$ cat src/rtl/hzd_pkg.sv
package hzd_pkg;

  // Bypass selection for an ALU operand
  typedef enum logic [1:0] {
    FWD_RF  = 2'b00,
    FWD_WB  = 2'b01,
    FWD_MEM = 2'b10
  } fwdSel_e;

  // Strobes raised by the compare path for the control path
  typedef struct packed {
    logic loadUseHit;
    logic brExecHit;
    logic brMemLoadHit;
  } hzdStrobe_t;

  // Pipeline-register controls
  typedef struct packed {
    logic stallFetch;
    logic stallDecode;
    logic flushExec;
  } stallCtl_t;

endpackage

$ cat src/rtl/hzd_fwd_path.sv
module hzd_fwd_path
  import hzd_pkg::*;
#(
  parameter int REG_W = 5,
  parameter int N_SRC = 2
) (
  input  logic [N_SRC-1:0][REG_W-1:0] srcD,
  input  logic [N_SRC-1:0][REG_W-1:0] srcE,
  input  logic [REG_W-1:0]            dstE,
  input  logic                        regWrE,
  input  logic                        memToRegE,
  input  logic [REG_W-1:0]            dstM,
  input  logic                        regWrM,
  input  logic                        memToRegM,
  input  logic [REG_W-1:0]            dstW,
  input  logic                        regWrW,
  output fwdSel_e [N_SRC-1:0]         fwdSelE,
  output logic [N_SRC-1:0]            fwdCmpD,
  output hzdStrobe_t                  strobe
);

  localparam logic [REG_W-1:0] ZERO_REG = '0;

  // A stage can supply a value only if it writes a real register
  logic liveE, liveM, liveW, loadE, loadM;
  assign liveE = regWrE && (dstE != ZERO_REG);
  assign liveM = regWrM && (dstM != ZERO_REG);
  assign liveW = regWrW && (dstW != ZERO_REG);
  assign loadE = liveE && memToRegE;
  assign loadM = liveM && memToRegM;

  logic [N_SRC-1:0] hitLoadE, hitWrE, hitLoadM;

  for (genvar g = 0; g < N_SRC; g++) begin : g_src
    logic matchMemE, matchWbE;
    assign matchMemE = liveM && (dstM == srcE[g]);
    assign matchWbE  = liveW && (dstW == srcE[g]);

    // Memory holds the younger result, so it takes priority
    always_comb begin
      if (matchMemE)     fwdSelE[g] = FWD_MEM;
      else if (matchWbE) fwdSelE[g] = FWD_WB;
      else               fwdSelE[g] = FWD_RF;
    end

    assign fwdCmpD[g]  = liveM && (dstM == srcD[g]);
    assign hitLoadE[g] = loadE && (dstE == srcD[g]);
    assign hitWrE[g]   = liveE && (dstE == srcD[g]);
    assign hitLoadM[g] = loadM && (dstM == srcD[g]);
  end

  assign strobe.loadUseHit   = |hitLoadE;
  assign strobe.brExecHit    = |hitWrE;
  assign strobe.brMemLoadHit = |hitLoadM;

endmodule

$ cat src/rtl/hzd_ctrl.sv
module hzd_ctrl
  import hzd_pkg::*;
(
  input  hzdStrobe_t strobe,
  input  logic       branchD,
  output stallCtl_t  ctl
);

  logic brStall, anyStall;

  // The early comparator needs a value that no bypass can deliver in time
  assign brStall  = branchD && (strobe.brExecHit || strobe.brMemLoadHit);
  assign anyStall = strobe.loadUseHit || brStall;

  // Hold every earlier stage and drop a bubble into Execute
  always_comb begin
    ctl.stallFetch  = anyStall;
    ctl.stallDecode = anyStall;
    ctl.flushExec   = anyStall;
  end

endmodule

$ cat src/rtl/hzd_unit.sv
module hzd_unit
  import hzd_pkg::*;
#(
  parameter int REG_W = 5
) (
  input  logic [REG_W-1:0] rsD,
  input  logic [REG_W-1:0] rtD,
  input  logic             branchD,
  input  logic [REG_W-1:0] rsE,
  input  logic [REG_W-1:0] rtE,
  input  logic [REG_W-1:0] dstE,
  input  logic             regWrE,
  input  logic             memToRegE,
  input  logic [REG_W-1:0] dstM,
  input  logic             regWrM,
  input  logic             memToRegM,
  input  logic [REG_W-1:0] dstW,
  input  logic             regWrW,
  output logic [1:0]       fwdAE,
  output logic [1:0]       fwdBE,
  output logic             fwdAD,
  output logic             fwdBD,
  output logic             stallF,
  output logic             stallD,
  output logic             flushE
);

  localparam int N_SRC = 2;

  fwdSel_e [N_SRC-1:0] fwdSelE;
  logic [N_SRC-1:0]    fwdCmpD;
  hzdStrobe_t          strobe;
  stallCtl_t           ctl;

  hzd_fwd_path #(.REG_W(REG_W), .N_SRC(N_SRC)) fwd_i (
    .srcD      ({rtD, rsD}),
    .srcE      ({rtE, rsE}),
    .dstE      (dstE),
    .regWrE    (regWrE),
    .memToRegE (memToRegE),
    .dstM      (dstM),
    .regWrM    (regWrM),
    .memToRegM (memToRegM),
    .dstW      (dstW),
    .regWrW    (regWrW),
    .fwdSelE   (fwdSelE),
    .fwdCmpD   (fwdCmpD),
    .strobe    (strobe)
  );

  hzd_ctrl ctrl_i (
    .strobe  (strobe),
    .branchD (branchD),
    .ctl     (ctl)
  );

  assign fwdAE  = fwdSelE[0];
  assign fwdBE  = fwdSelE[1];
  assign fwdAD  = fwdCmpD[0];
  assign fwdBD  = fwdCmpD[1];
  assign stallF = ctl.stallFetch;
  assign stallD = ctl.stallDecode;
  assign flushE = ctl.flushExec;

endmodule

$ cat config.mk
export PLATFORM = sky130hd
export DESIGN_NAME = hzd_unit
export DESIGN_NICKNAME = d
export VERILOG_FILES = /design/src/rtl/hzd_pkg.sv /design/src/rtl/hzd_fwd_path.sv /design/src/rtl/hzd_ctrl.sv /design/src/rtl/hzd_unit.sv
export SDC_FILE = /design/constraint.sdc
export NUM_CORES = 1
export LEC_CHECK = 0
export BUFFER_PORTS_ARGS = -buffer_cell sky130_fd_sc_hd__buf_2
export CAP_MARGIN = 15
export CELL_PAD_IN_SITES_DETAIL_PLACEMENT = 1
export CELL_PAD_IN_SITES_GLOBAL_PLACEMENT = 1
export CORE_UTILIZATION = 27
export DETAILED_ROUTE_END_ITERATION = 8
export GPL_TIMING_DRIVEN = 0
export PLACE_DENSITY = 0.83
export SETUP_SLACK_MARGIN = 0.15
export SLEW_MARGIN = 20
export SYNTH_ARGS = -nofsm -noshare
export SYNTH_HDL_FRONTEND = slang
export SYNTH_HIERARCHICAL = 1
export SYNTH_SLANG_ARGS = --single-unit
$ cat constraint.sdc
create_clock -name vclk -period 2.8
set_clock_uncertainty 0.05 [all_clocks]
set_input_delay 0.56 -clock vclk [all_inputs]
set_output_delay 0.56 -clock vclk [all_outputs]
set_load 0.01 [all_outputs]
==> results.toml <==
[placement]
dp_hpwl_mm = 1.76
place_congestion = 0.712
port_buffers = 45

[timing]
final-setup-viol-count = 0
hold_viol = 0
clock.fmax_mhz = 387
worstMarginPinSlew_ns = 0.337
slew_viol_final = 0
relSlewSlack_pct = 77.3
rsz0062_at_grt = "true"
fin_tns_setup_ns = 0
min_period_ns = 2.58
min_period_over_period_pct = 92.2

[synthesis]
ys_types = 21
syn-num-nets = 122
syn-cell-area_um2 = 631
yosysTopAreaCellShare_pct = 41.7
yosys_warnings = 6
synth_most_common_cell = "xor2_1"
syn_avg_cell_area_um2 = 7.79
yosysSeqAreaShare_pct = 0
synthCells = 81
synth_top_area_cell = "xor2_1"
ys_top_cells_by_count = "xor2_1 (30), xnor2_1 (10), buf_4 (5), nor2_1 (5)"
ys_top_cells_by_area = "xor2_1 (42%), xnor2_1 (14%), nor4_2 (7.9%)"

[critical_path]
path_max_fanout = 5
arrival_ns = 1.97
worstPathCellList = "buf_4, or4_4, o21ai_4, a211oi_2, o21ai_1, nand2b_1, buf_4, buf_2"
critPathLaunchType = "input port"
slowest_delay_ns = 0.53
setup.worst_path.end_class = "output pin"
cp_slowest_cell = "or4_4"
path_class = "in2out"
required_ns = 2.19
path_common_cell = "buf_4"

[power]
powerDensity_nw_per_um2 = 141
p_leak_nw = 0.447
fin_total_pwr_mw = 0.130
peakVddDrop_uv = 54.8

[route]
drc = 0
first_pass_iters = 2
wl_mm = 1.95
routed-via-count = 711
wl_per_cell_um = 12.5
post_drt_via_cell_ratio = 4.56
ant_nets = 0
drtIter0Drc = 1

[min_path]
worstHoldPathType = "in2out"
holdCritStartpoint = "branchD"
min_to = "stallF"
whs_path_depth = 5

[layout]
drive_gt1_share_pct = 50.8
area_growth_pct = 45.8
clockBufferCount = 0
register_area_um2 = 0
nets = 171
n_antenna_cell = 0
seq_cells = 0

[floorplan]
initial_core_util_pct = 28.5
boundaryPins = 50
fp.dieW_um = 50.3
rows = 17
coreArea_um2 = 2210
die_h_um = 50.3
dieArea_um2 = 2530

[clock_tree]
cts_hold_buf = 0

[global_route]
grt_max_degree = 6
grt_usage_pct = 15.5
grt_pass1_wl_mm = 3.18
antenna_found_initial = 0
grt_pass1_vias = 714
grt_overflow = 0

[outcome]
status = "finished clean"

[flow_run]
max-cap-violations = 0
routing by layer:
metal  global-route usage [%]  share of wire (%)  vias to the layer above
li1                         -                  -                      362
met1                     20.6                 43                      333
met2                     28.4                 54                       16
met3                    0.606                2.8                        0
met4                     1.39                  0                        0
met5                        0                  0                        -
repair_timing:
action                     in CTS  in global routing
setup endpoints to repair       2                  5
pin swaps                       3                  3
cloned                          0                  0
buffers inserted                1                  1
resized for setup               3                  4
critical path: cells and delay by family:
kind / cells / cell delay [ns]
and+or+nand+nor: 2 / 0.63
buffers and inverters: 3 / 0.41
AOI/OAI and AO/OA: 3 / 0.38
cells by family after synthesis:
| family | after synthesis | synth area share (%) |
|---|---|---|
| AO/OA/AOI/OAI | 6 | 7.34 |
| AND/OR/NAND/NOR | 24 | 26.0 |
| XOR/XNOR | 40 | 55.6 |
| buffers and inverters | 11 | 11.1 |
final cells by class:
| cell class | count | area [um2] |
|---|---|---|
| well taps | 28 | 35.0 |
| multi-input cells | 70 | 569 |
| fillers | 299 | 1290 |
| repair buffers | 47 | 240 |
| inverters | 1 | 3.75 |
| plain buffers | 10 | 71.3 |
where the power goes:
part           leakage (nW)  switching [mW]  internal (mW)
registers                 0               0              0
logic                 0.447          0.0655         0.0642
clock network             0               0              0
through the flow:
stage               hold slack [ns]  std cells  util (%)  worst slack (ns)  area, um2
CTS                            1.53        155      41.0             0.159        907
finish                         1.52        156      41.6             0.218        920
global route                   1.55        156      41.6             0.144        920
detailed placement             1.45        154      40.3             0.151        891
floorplan                      1.21         81         -             0.336        631
global placement               1.45        154      40.3             0.177        891
layout by cell type (no fill, tap or decap), drive strengths merged:
| cell type | instances |
|---|---|
| a211oi | 1 |
| a22oi | 1 |
| buf | 54 |
| clkbuf | 3 |
| inv | 1 |
| nand2b | 1 |
| nand3 | 4 |
| nor2 | 5 |
| nor3 | 4 |
| nor3b | 1 |
| nor4 | 4 |
| o21ai | 4 |
| or4 | 5 |
| xnor2 | 10 |
| xor2 | 30 |
worst max-delay path by stage:
stage / end / startpoint / slack, ns / depth (start not counted)
floorplan: fwdAE[0] / dstM[4] / 0.34 / 5
global placement: flushE / dstM[2] / 0.18 / 8
detailed placement: flushE / dstM[2] / 0.15 / 8
CTS: flushE / dstM[4] / 0.16 / 8
global route: stallF / dstE[1] / 0.14 / 8
finish: flushE / dstM[4] / 0.22 / 8
Note: power is estimated with default switching activity, not from simulation.
